$ cat src/rtl/mix_alloc_pkg.sv
// Shared encodings for the mixture allocation scheduler.
// Assumes: cfg_field is two bits wide; value 3 is unused.
package mix_alloc_pkg;

    typedef enum logic [1:0] {
        FLD_WEIGHT = 2'd0,
        FLD_MEDIAN = 2'd1,
        FLD_CODE   = 2'd2,
        FLD_NONE   = 2'd3
    } cfg_fld_e;

    typedef enum logic [2:0] {
        SQ_IDLE,
        SQ_CALC,
        SQ_COL_LOAD,
        SQ_COL_ISSUE,
        SQ_ROW_WAIT,
        SQ_ROW_SEARCH,
        SQ_ROW_ISSUE
    } seq_state_e;

endpackage

$ cat src/rtl/mix_cfg_regs.sv
// Per-component configuration store: weight, median code, current code.
// Refuses median values outside MED_LO..MED_HI and flags the refusal
// one cycle later. Assumes W_BITS >= CODE_BITS.
module mix_cfg_regs
    import mix_alloc_pkg::*;
#(
    parameter int K_COMP    = 5,
    parameter int W_BITS    = 16,
    parameter int CODE_BITS = 8,
    parameter int MED_LO    = 40,
    parameter int MED_HI    = 240,
    parameter int IDX_W     = 3
) (
    input  logic                             clk,
    input  logic                             rst_n,
    input  logic                             cfg_we,
    input  logic [1:0]                       cfg_field,
    input  logic [IDX_W-1:0]                 cfg_idx,
    input  logic [W_BITS-1:0]                cfg_wdata,
    output logic                             cfg_reject,
    output logic [K_COMP-1:0][W_BITS-1:0]    weights,
    output logic [K_COMP-1:0][CODE_BITS-1:0] medians,
    output logic [K_COMP-1:0][CODE_BITS-1:0] codes
);

    logic med_ok;

    // Range test on the full write word, so wide values also fail
    assign med_ok = (cfg_wdata >= W_BITS'(MED_LO)) && (cfg_wdata <= W_BITS'(MED_HI));

    // Refusal flag, one cycle after a bad median write
    always_ff @(posedge clk) begin
        if (!rst_n) cfg_reject <= 1'b0;
        else        cfg_reject <= cfg_we && (cfg_field == FLD_MEDIAN) && !med_ok;
    end

    for (genvar g = 0; g < K_COMP; g++) begin : g_ent
        logic sel;
        assign sel = cfg_we && (cfg_idx == IDX_W'(g));

        // Field update for component g
        always_ff @(posedge clk) begin
            if (!rst_n) begin
                weights[g] <= '0;
                medians[g] <= CODE_BITS'(MED_LO);
                codes[g]   <= '0;
            end else if (sel) begin
                case (cfg_field)
                    FLD_WEIGHT: weights[g] <= cfg_wdata;
                    FLD_MEDIAN: if (med_ok) medians[g] <= cfg_wdata[CODE_BITS-1:0];
                    FLD_CODE:   codes[g]   <= cfg_wdata[CODE_BITS-1:0];
                    default: ;
                endcase
            end
        end


        med_keep_chk: assert property (@(posedge clk) disable iff (!rst_n)
            (sel && (cfg_field == FLD_MEDIAN) && !med_ok) |=> $stable(medians[g]));
    end

endmodule

$ cat src/rtl/mix_count_calc.sv
// Turns Q0.16 weights into rounded cell counts, one component per cycle.
// Each count is limited to the cells still free; the last takes the rest.
// Assumes weights are stable from start until done.
module mix_count_calc #(
    parameter int N_CELLS = 1024,
    parameter int K_COMP  = 5,
    parameter int W_BITS  = 16,
    parameter int IDX_W   = 3,
    parameter int CNT_W   = 11
) (
    input  logic                          clk,
    input  logic                          rst_n,
    input  logic                          start,
    input  logic [K_COMP-1:0][W_BITS-1:0] weights,
    output logic [K_COMP-1:0][CNT_W-1:0]  counts,
    output logic                          done
);

    localparam int PW = CNT_W + W_BITS + 1;

    logic             busy_q;
    logic [IDX_W-1:0] k_q;
    logic [CNT_W-1:0] acc_q;
    logic [PW-1:0]    prod;
    logic [PW-1:0]    rnd;
    logic [CNT_W-1:0] room;
    logic [CNT_W-1:0] pick;
    logic             is_last;

    // Rounded share of the current component, limited to the free cells
    always_comb begin
        prod    = PW'(N_CELLS) * PW'(weights[k_q]) + PW'(1 << (W_BITS - 1));
        rnd     = prod >> W_BITS;
        room    = CNT_W'(N_CELLS) - acc_q;
        is_last = (k_q == IDX_W'(K_COMP - 1));
        if (is_last || (rnd > PW'(room))) pick = room;
        else                               pick = rnd[CNT_W-1:0];
    end

    // One component per cycle until the last one is written
    always_ff @(posedge clk) begin
        if (!rst_n) begin
            busy_q <= 1'b0;
            k_q    <= '0;
            acc_q  <= '0;
            done   <= 1'b0;
            counts <= '0;
        end else begin
            done <= 1'b0;
            if (start && !busy_q) begin
                busy_q <= 1'b1;
                k_q    <= '0;
                acc_q  <= '0;
            end else if (busy_q) begin
                counts[k_q] <= pick;
                acc_q       <= acc_q + pick;
                if (is_last) begin
                    busy_q <= 1'b0;
                    done   <= 1'b1;
                end else begin
                    k_q <= k_q + 1'b1;
                end
            end
        end
    end


    total_exact_chk: assert property (@(posedge clk) disable iff (!rst_n)
        done |-> (acc_q == CNT_W'(N_CELLS)));


    share_bound_chk: assert property (@(posedge clk) disable iff (!rst_n)
        busy_q |=> (acc_q <= CNT_W'(N_CELLS)));

endmodule

$ cat src/rtl/mix_nearest_search.sv
// Sequential nearest-median search: one comparison per cycle over all
// components. Only a strictly smaller distance replaces the best, so a tie
// keeps the lower index. Result valid with the done pulse.
module mix_nearest_search #(
    parameter int K_COMP    = 5,
    parameter int CODE_BITS = 8,
    parameter int IDX_W     = 3
) (
    input  logic                             clk,
    input  logic                             rst_n,
    input  logic                             start,
    input  logic [CODE_BITS-1:0]             value,
    input  logic [K_COMP-1:0][CODE_BITS-1:0] medians,
    output logic                             done,
    output logic [IDX_W-1:0]                 idx
);

    localparam int DW = CODE_BITS + 1;

    logic                 busy_q;
    logic [IDX_W-1:0]     k_q;
    logic [CODE_BITS-1:0] val_q;
    logic [DW-1:0]        best_d;
    logic [CODE_BITS-1:0] med;
    logic [CODE_BITS-1:0] diff;

    // Absolute distance to the median under test
    always_comb begin
        med  = medians[k_q];
        diff = (val_q >= med) ? (val_q - med) : (med - val_q);
    end

    // Walk the components, keeping the first minimum
    always_ff @(posedge clk) begin
        if (!rst_n) begin
            busy_q <= 1'b0;
            k_q    <= '0;
            val_q  <= '0;
            best_d <= '1;
            idx    <= '0;
            done   <= 1'b0;
        end else begin
            done <= 1'b0;
            if (start && !busy_q) begin
                busy_q <= 1'b1;
                k_q    <= '0;
                val_q  <= value;
                best_d <= '1;
                idx    <= '0;
            end else if (busy_q) begin
                if ({1'b0, diff} < best_d) begin
                    best_d <= {1'b0, diff};
                    idx    <= k_q;
                end
                if (k_q == IDX_W'(K_COMP - 1)) begin
                    busy_q <= 1'b0;
                    done   <= 1'b1;
                end else begin
                    k_q <= k_q + 1'b1;
                end
            end
        end
    end


    idx_range_chk: assert property (@(posedge clk) disable iff (!rst_n)
        done |-> ({1'b0, idx} < (IDX_W + 1)'(K_COMP)));


    search_run_chk: assert property (@(posedge clk) disable iff (!rst_n)
        (start && !busy_q) |=> busy_q);

endmodule

$ cat src/rtl/mix_issue_seq.sv
// Command sequencer for both modes. Column mode walks the components in
// index order and spends each count; row mode sends one sample at a time
// through the nearest search. One command per cell, addresses ascending.
// Assumes configuration is not written while a run is in progress.
module mix_issue_seq
    import mix_alloc_pkg::*;
#(
    parameter int N_CELLS   = 1024,
    parameter int K_COMP    = 5,
    parameter int CODE_BITS = 8,
    parameter int IDX_W     = 3,
    parameter int ADDR_W    = 10,
    parameter int CNT_W     = 11
) (
    input  logic                             clk,
    input  logic                             rst_n,
    input  logic                             start_col,
    input  logic                             start_row,
    output logic                             calc_start,
    input  logic                             calc_done,
    input  logic [K_COMP-1:0][CNT_W-1:0]     counts,
    input  logic                             smp_valid,
    output logic                             smp_ready,
    output logic                             q_start,
    input  logic                             q_done,
    input  logic [IDX_W-1:0]                 q_idx,
    input  logic [K_COMP-1:0][CODE_BITS-1:0] codes,
    output logic                             cmd_valid,
    input  logic                             cmd_ready,
    output logic [ADDR_W-1:0]                cmd_addr,
    output logic [CODE_BITS-1:0]             cmd_code,
    output logic [IDX_W-1:0]                 cmd_comp,
    output logic                             done
);

    seq_state_e        state_q;
    logic [ADDR_W-1:0] addr_q;
    logic [IDX_W-1:0]  cidx_q;
    logic [CNT_W-1:0]  rem_q;
    logic              hs;
    logic              last;

    // Output decode from state
    always_comb begin
        calc_start = (state_q == SQ_IDLE) && start_col;
        q_start    = (state_q == SQ_ROW_WAIT) && smp_valid;
        smp_ready  = (state_q == SQ_ROW_WAIT);
        cmd_valid  = ((state_q == SQ_COL_ISSUE) && (rem_q != '0)) ||
                     (state_q == SQ_ROW_ISSUE);
        cmd_addr   = addr_q;
        cmd_comp   = cidx_q;
        cmd_code   = codes[cidx_q];
        hs         = cmd_valid && cmd_ready;
        last       = (addr_q == ADDR_W'(N_CELLS - 1));
    end

    // Run control and address bookkeeping
    always_ff @(posedge clk) begin
        if (!rst_n) begin
            state_q <= SQ_IDLE;
            addr_q  <= '0;
            cidx_q  <= '0;
            rem_q   <= '0;
            done    <= 1'b0;
        end else begin
            done <= 1'b0;
            case (state_q)
                SQ_IDLE: begin
                    if (start_col) begin
                        state_q <= SQ_CALC;
                        addr_q  <= '0;
                        cidx_q  <= '0;
                    end else if (start_row) begin
                        state_q <= SQ_ROW_WAIT;
                        addr_q  <= '0;
                    end
                end
                SQ_CALC: if (calc_done) state_q <= SQ_COL_LOAD;
                SQ_COL_LOAD: begin
                    rem_q   <= counts[cidx_q];
                    state_q <= SQ_COL_ISSUE;
                end
                SQ_COL_ISSUE: begin
                    if (rem_q == '0) begin
                        if (cidx_q == IDX_W'(K_COMP - 1)) begin
                            state_q <= SQ_IDLE;
                        end else begin
                            cidx_q  <= cidx_q + 1'b1;
                            state_q <= SQ_COL_LOAD;
                        end
                    end else if (hs) begin
                        rem_q <= rem_q - 1'b1;
                        if (last) begin
                            state_q <= SQ_IDLE;
                            done    <= 1'b1;
                        end else begin
                            addr_q <= addr_q + 1'b1;
                        end
                    end
                end
                SQ_ROW_WAIT: if (smp_valid) state_q <= SQ_ROW_SEARCH;
                SQ_ROW_SEARCH: begin
                    if (q_done) begin
                        cidx_q  <= q_idx;
                        state_q <= SQ_ROW_ISSUE;
                    end
                end
                SQ_ROW_ISSUE: begin
                    if (hs) begin
                        if (last) begin
                            state_q <= SQ_IDLE;
                            done    <= 1'b1;
                        end else begin
                            addr_q  <= addr_q + 1'b1;
                            state_q <= SQ_ROW_WAIT;
                        end
                    end
                end
                default: state_q <= SQ_IDLE;
            endcase
        end
    end


    cmd_hold_chk: assert property (@(posedge clk) disable iff (!rst_n)
        (cmd_valid && !cmd_ready) |=>
            (cmd_valid && $stable(cmd_addr) && $stable(cmd_comp)));


    done_pulse_chk: assert property (@(posedge clk) disable iff (!rst_n)
        done |=> !done);


    done_quiet_chk: assert property (@(posedge clk) disable iff (!rst_n)
        done |-> !cmd_valid);


    addr_step_chk: assert property (@(posedge clk) disable iff (!rst_n)
        (hs && !last) |=> (cmd_addr == ADDR_W'($past(cmd_addr) + 1'b1)));

endmodule

$ cat src/rtl/mix_alloc_sched.sv
// Top of the mixture allocation scheduler: configuration store, count
// calculator, nearest-median search and command sequencer.
// Assumes N_CELLS is at least 2 and K_COMP at least 2.
module mix_alloc_sched #(
    parameter int N_CELLS   = 1024,
    parameter int K_COMP    = 5,
    parameter int W_BITS    = 16,
    parameter int CODE_BITS = 8,
    parameter int MED_LO    = 40,
    parameter int MED_HI    = 240,
    parameter int IDX_W     = $clog2(K_COMP),
    parameter int ADDR_W    = $clog2(N_CELLS)
) (
    input  logic                 clk,
    input  logic                 rst_n,
    input  logic                 cfg_we,
    input  logic [1:0]           cfg_field,
    input  logic [IDX_W-1:0]     cfg_idx,
    input  logic [W_BITS-1:0]    cfg_wdata,
    output logic                 cfg_reject,
    input  logic                 start_col,
    input  logic                 start_row,
    input  logic                 smp_valid,
    output logic                 smp_ready,
    input  logic [CODE_BITS-1:0] smp_value,
    output logic                 cmd_valid,
    input  logic                 cmd_ready,
    output logic [ADDR_W-1:0]    cmd_addr,
    output logic [CODE_BITS-1:0] cmd_code,
    output logic [IDX_W-1:0]     cmd_comp,
    output logic                 done
);

    localparam int CNT_W = $clog2(N_CELLS + 1);

    logic [K_COMP-1:0][W_BITS-1:0]    weights;
    logic [K_COMP-1:0][CODE_BITS-1:0] medians;
    logic [K_COMP-1:0][CODE_BITS-1:0] codes;
    logic [K_COMP-1:0][CNT_W-1:0]     counts;
    logic                             calc_start;
    logic                             calc_done;
    logic                             q_start;
    logic                             q_done;
    logic [IDX_W-1:0]                 q_idx;

    mix_cfg_regs #(
        .K_COMP(K_COMP), .W_BITS(W_BITS), .CODE_BITS(CODE_BITS),
        .MED_LO(MED_LO), .MED_HI(MED_HI), .IDX_W(IDX_W)
    ) u_regs (
        .clk(clk), .rst_n(rst_n), .cfg_we(cfg_we), .cfg_field(cfg_field),
        .cfg_idx(cfg_idx), .cfg_wdata(cfg_wdata), .cfg_reject(cfg_reject),
        .weights(weights), .medians(medians), .codes(codes)
    );

    mix_count_calc #(
        .N_CELLS(N_CELLS), .K_COMP(K_COMP), .W_BITS(W_BITS),
        .IDX_W(IDX_W), .CNT_W(CNT_W)
    ) u_calc (
        .clk(clk), .rst_n(rst_n), .start(calc_start), .weights(weights),
        .counts(counts), .done(calc_done)
    );

    mix_nearest_search #(
        .K_COMP(K_COMP), .CODE_BITS(CODE_BITS), .IDX_W(IDX_W)
    ) u_search (
        .clk(clk), .rst_n(rst_n), .start(q_start), .value(smp_value),
        .medians(medians), .done(q_done), .idx(q_idx)
    );

    mix_issue_seq #(
        .N_CELLS(N_CELLS), .K_COMP(K_COMP), .CODE_BITS(CODE_BITS),
        .IDX_W(IDX_W), .ADDR_W(ADDR_W), .CNT_W(CNT_W)
    ) u_seq (
        .clk(clk), .rst_n(rst_n), .start_col(start_col), .start_row(start_row),
        .calc_start(calc_start), .calc_done(calc_done), .counts(counts),
        .smp_valid(smp_valid), .smp_ready(smp_ready), .q_start(q_start),
        .q_done(q_done), .q_idx(q_idx), .codes(codes),
        .cmd_valid(cmd_valid), .cmd_ready(cmd_ready), .cmd_addr(cmd_addr),
        .cmd_code(cmd_code), .cmd_comp(cmd_comp), .done(done)
    );

endmodule

$ cat config.mk
export PLATFORM = sky130hd
export DESIGN_NAME = mix_alloc_sched
export DESIGN_NICKNAME = d
export VERILOG_FILES = /design/src/rtl/mix_alloc_pkg.sv /design/src/rtl/mix_cfg_regs.sv /design/src/rtl/mix_count_calc.sv /design/src/rtl/mix_nearest_search.sv /design/src/rtl/mix_issue_seq.sv /design/src/rtl/mix_alloc_sched.sv
export SDC_FILE = /design/constraint.sdc
export NUM_CORES = 1
export LEC_CHECK = 0
export BUFFER_PORTS_ARGS = -buffer_cell sky130_fd_sc_hd__buf_2
export CAP_MARGIN = 10
export CORE_UTILIZATION = 55
export CTS_CLUSTER_SIZE = 20
export DETAILED_ROUTE_END_ITERATION = 6
export PLACE_DENSITY_LB_ADDON = 0.2
export SETUP_SLACK_MARGIN = 0.3
export SYNTH_ARGS = -nofsm -noshare
export SYNTH_HDL_FRONTEND = slang
export SYNTH_SLANG_ARGS = --single-unit
$ cat constraint.sdc
create_clock -name clk -period 10.1 [get_ports clk]
set_input_delay 1.515 -clock clk [delete_from_list [all_inputs] [get_ports clk]]
set_output_delay 1.515 -clock clk [all_outputs]
set_load 0.01 [all_outputs]
==> results by group <==
Run status
  • Status: finished clean

Global routing
  • Overflow after GRT: 0
  • Vias in the first global route: between 10k and 15k
  • Largest net degree at the start of global routing: 91
  • First-pass GRT wire length: 50600 um
  • GRT Total Usage: 25.2%
  • Initial antenna violation count: 0

Detailed routing
  • Final wirelength: about 31000 um
  • DRC errors left: 0
  • Post-DR wirelength/cell: roughly 17 um
  • Vias: roughly 11k
  • Via density per instance: approximately 5.8
  • Remaining antenna violation count: 0
  • Pre-antenna DRT Iters: 5
  • Detailed Route Iter0 Violations: 894

CTS
  • Clock sink total: 260
  • CTS tree: done
  • Worst-skew pair later-pin latency: between 0.5 and 0.6 ns
  • Root Buffer: clkbuf_16
  • H-tree depth: 1
  • Clock buffer depth: 3
  • Post-CTS setup buffer count: 0
  • Num CTS Buffers: 28
  • Post-CTS resize count: 0
  • Post-CTS Hold Fix Bufs: 0
  • Clock transition at path regs: 0.06 ns

Die
  • Die width: ~160 um
  • DIE HEIGHT: 158 um
  • Die Area: roughly 25000 um2
  • IO Pins: between 60 and 70
  • CORE AREA: around 24000 um2
  • Site Rows: between 50 and 60
  • Initial cell density of the core: between 50% and 60%

Setup path
  • Setup CP Type: register to register
  • CP arrival: 6.90 ns
  • CP Capture Type: register
  • CP required: around 11 ns
  • Worst Path Max Fanout: 25
  • Crit start category: register

Yosys
  • Post-synth EDFFs: 0
  • Yosys warnings: 0
  • Syn_area_per_cell: roughly 9.0 um2
  • Mapped Area: approximately 13000 um2
  • Synth Net Count: between 1.5k and 2k
  • Synth unique cells: 73
  • Ys flop type: dfxtp_1
  • Post-synthesis sequential area ratio: between 30% and 40%
  • Asr flop ratio synth: 0%
  • Post-synthesis cell count: 1475
  • #FFs+latches synth: 260

Placement
  • I/O Buffers: 60
  • Placed cells: roughly 1.8k
  • Detailed placement HPWL: 21000 um
  • Final RePlAce weighted congestion: a little under 0.9

STA
  • Final setup vio count: 0
  • Slew HR: a little over a quarter
  • Fin crit share: a little under two thirds
  • Minimum clock period: ~6.4 ns
  • Slew Viols, Final: 0
  • Final Skew: ~0.016 ns
  • Slew @ Worst Pin: 1.09 ns
  • RSZ-0062 raised after global routing: no
  • Final setup TNS: 0 ns
  • Hold Fails Final Rpt: 0
  • Max frequency: about 160 MHz

Final layout
  • Area Growth Syn to Fin: 10.2%
  • Share of cells above drive strength 1: between 10% and 20%
  • ANT cells: 0
  • # fillers: between 2k and 2.5k
  • Non-filler instance count after layout: 1823
  • Nets@finish: 1577

Pwr
  • Sequential share of power: just over 40%
  • Net switching power: a little under 0.0009 W
  • LEAKAGE: 6.41 nW
  • Clock power frac: between 30% and 40%
  • Pwr/cell area: around 190 nW/um2
  • Comb power frac: about a quarter
  • Total internal power: ~0.002 W
  • VDD IR-drop max: around 150 uV
  • Switching share of power: 30.8%

Worst hold path
  • Worst hold path type: register to register

Job
  • Max Cap Viol: 0
[layout make-up]
type	instances	area (um2)	area share (%)
Clock inverter	8	76.3	0.519
Multi-Input combinational cell	1050	7510	51.0
Timing Repair Buffer	75	413	2.81
Sequential cell	260	5210	35.4
Clock buffer	41	841	5.72
Tap cell	319	399	2.71
Inverter	70	265	1.80
[worst max-delay path, cell delays in order, from the launching register on]
cell,delay [ns]
dfxtp_1,0.85
nand2b_1,0.23
o22ai_1,0.39
and3_1,0.36
nand4_1,0.13
xor2_1,0.19
ha_1,0.34
nand4_1,0.14
nor3_1,0.10
o311ai_2,0.44
buf_4,0.30
nor2_1,0.06
a21oi_1,0.38
inv_1,0.09
ha_1,0.23
fa_1,0.41
a21o_1,0.19
a211oi_1,0.29
o21ai_0,0.15
o211ai_1,0.14
o21ai_0,0.14
or4_1,0.44
a211o_1,0.31
nand2_1,0.06
[cells in the final DEF (no fill, tap or decap), drive strengths merged, types with 10 or more instances in the layout]
| cell type | count |
|---|---|
| dfxtp | 260 |
| nor2 | 236 |
| mux2i | 205 |
| a21oi | 84 |
| o21ai | 82 |
| buf | 75 |
| inv | 67 |
| nand2 | 61 |
| ha | 53 |
| clkbuf | 41 |
| nor3 | 27 |
| xnor2 | 24 |
| a211oi | 23 |
| mux4 | 19 |
| nand3 | 18 |
| a31oi | 15 |
| nand4 | 12 |
| nand2b | 11 |
| xor2 | 11 |
| and2 | 11 |
| a22o | 11 |
| nor4 | 11 |
| or3 | 10 |
| a221oi | 10 |
[per-stage QoR]
stage               hold slack, ns  worst slack, ns  cell area (um2)  util [%]  power, W
floorplan                    0.433             4.38            13300         -   0.00168
global placement             0.453             3.92            13800      58.4   0.00181
detailed placement           0.458             3.76            13800      58.4   0.00183
CTS                          0.469             3.73            14700      62.3   0.00284
global route                 0.489             3.07            14700      62.3   0.00297
finish                       0.468             3.70            14700      62.3   0.00282
[state kept, by name, indices dropped and copies added, names as in the netlist, 3 cells and up]
signal and flops:
u_calc.counts 55, u_calc.acc_q 11, u_regs.weights 55, u_seq.rem_q 11
u_seq.cmd_addr 10, u_search.idx 3, u_calc.k_q 3, u_search.val_q 8
u_regs.codes 40, u_seq.cmd_comp 3, u_seq.state_q 3, u_regs.medians 40
u_search.best_d 9, u_search.k_q 3
[worst paths after layout]
path	startpoint	end	slack [ns]	cells past startpoint
max	u_calc.k_q[1]	u_calc.acc_q[10]	3.70	23
max reg2reg	u_calc.k_q[1]	u_calc.acc_q[10]	3.70	23
min	u_search.best_d[1]	u_search.best_d[1]	0.47	2
min reg2reg	u_search.best_d[1]	u_search.best_d[1]	0.47	2
[cells in the mapped netlist (6+ instances only)]
library cell,number,area (um2)
dfxtp_1,260,5200
nor2_1,236,886
mux2i_1,205,2050
a21oi_1,84,420
clkbuf_1,77,289
o21ai_0,75,375
inv_1,64,240
nand2_1,61,229
ha_1,53,663
nor3_1,25,125
xnor2_1,24,210
a211oi_1,23,173
mux4_2,19,428
nand3_1,18,90.1
a31oi_1,15,93.8
nand4_1,12,75.1
a22o_1,11,96.3
and2_1,11,68.8
nand2b_1,11,68.8
nor4_1,11,68.8
xor2_1,11,96.3
a221oi_1,10,87.6
or3_1,10,62.6
a21o_1,9,67.6
and3_1,9,56.3
buf_1,8,30.0
o22a_1,8,70.1
nand3b_1,7,52.6
o21ai_1,7,35.0
o21a_1,6,45.0
o221a_2,6,67.6
o22ai_1,6,37.5
[routing by layer]
layer,share of wire [%],global-route usage (%),wire [um]
met1,46,32.3,14200
met2,48,44.0,14900
met4,2.4,7.81,748
met3,3.7,3.15,1150
met5,0,0,0
[cell families (layout without fill, tap and decap cells)]
| group | count (synthesis) | count (layout) | synth area share (%) |
|---|---|---|---|
| compound gates | 290 | 290 | 13.9 |
| simple gates | 439 | 439 | 15.3 |
| fa+ha+maj | 56 | 56 | 5.42 |
| flops | 260 | 260 | 39.0 |
| xor+xnor | 35 | 35 | 2.30 |
| buf+inv | 165 | 194 | 5.05 |
| mux | 230 | 230 | 19.1 |
[power by group through the flow]
stage	registers (W)	logic, W	clock network (W)
detailed placement	0.00116	0.000661	0
global route	0.00115	0.000742	0.00107
floorplan	0.00113	0.000549	0
CTS	0.00114	0.000665	0.00103
global placement	0.00116	0.000649	0
finish	0.00114	0.000666	0.00101
Power figures use the tool's default switching activity.
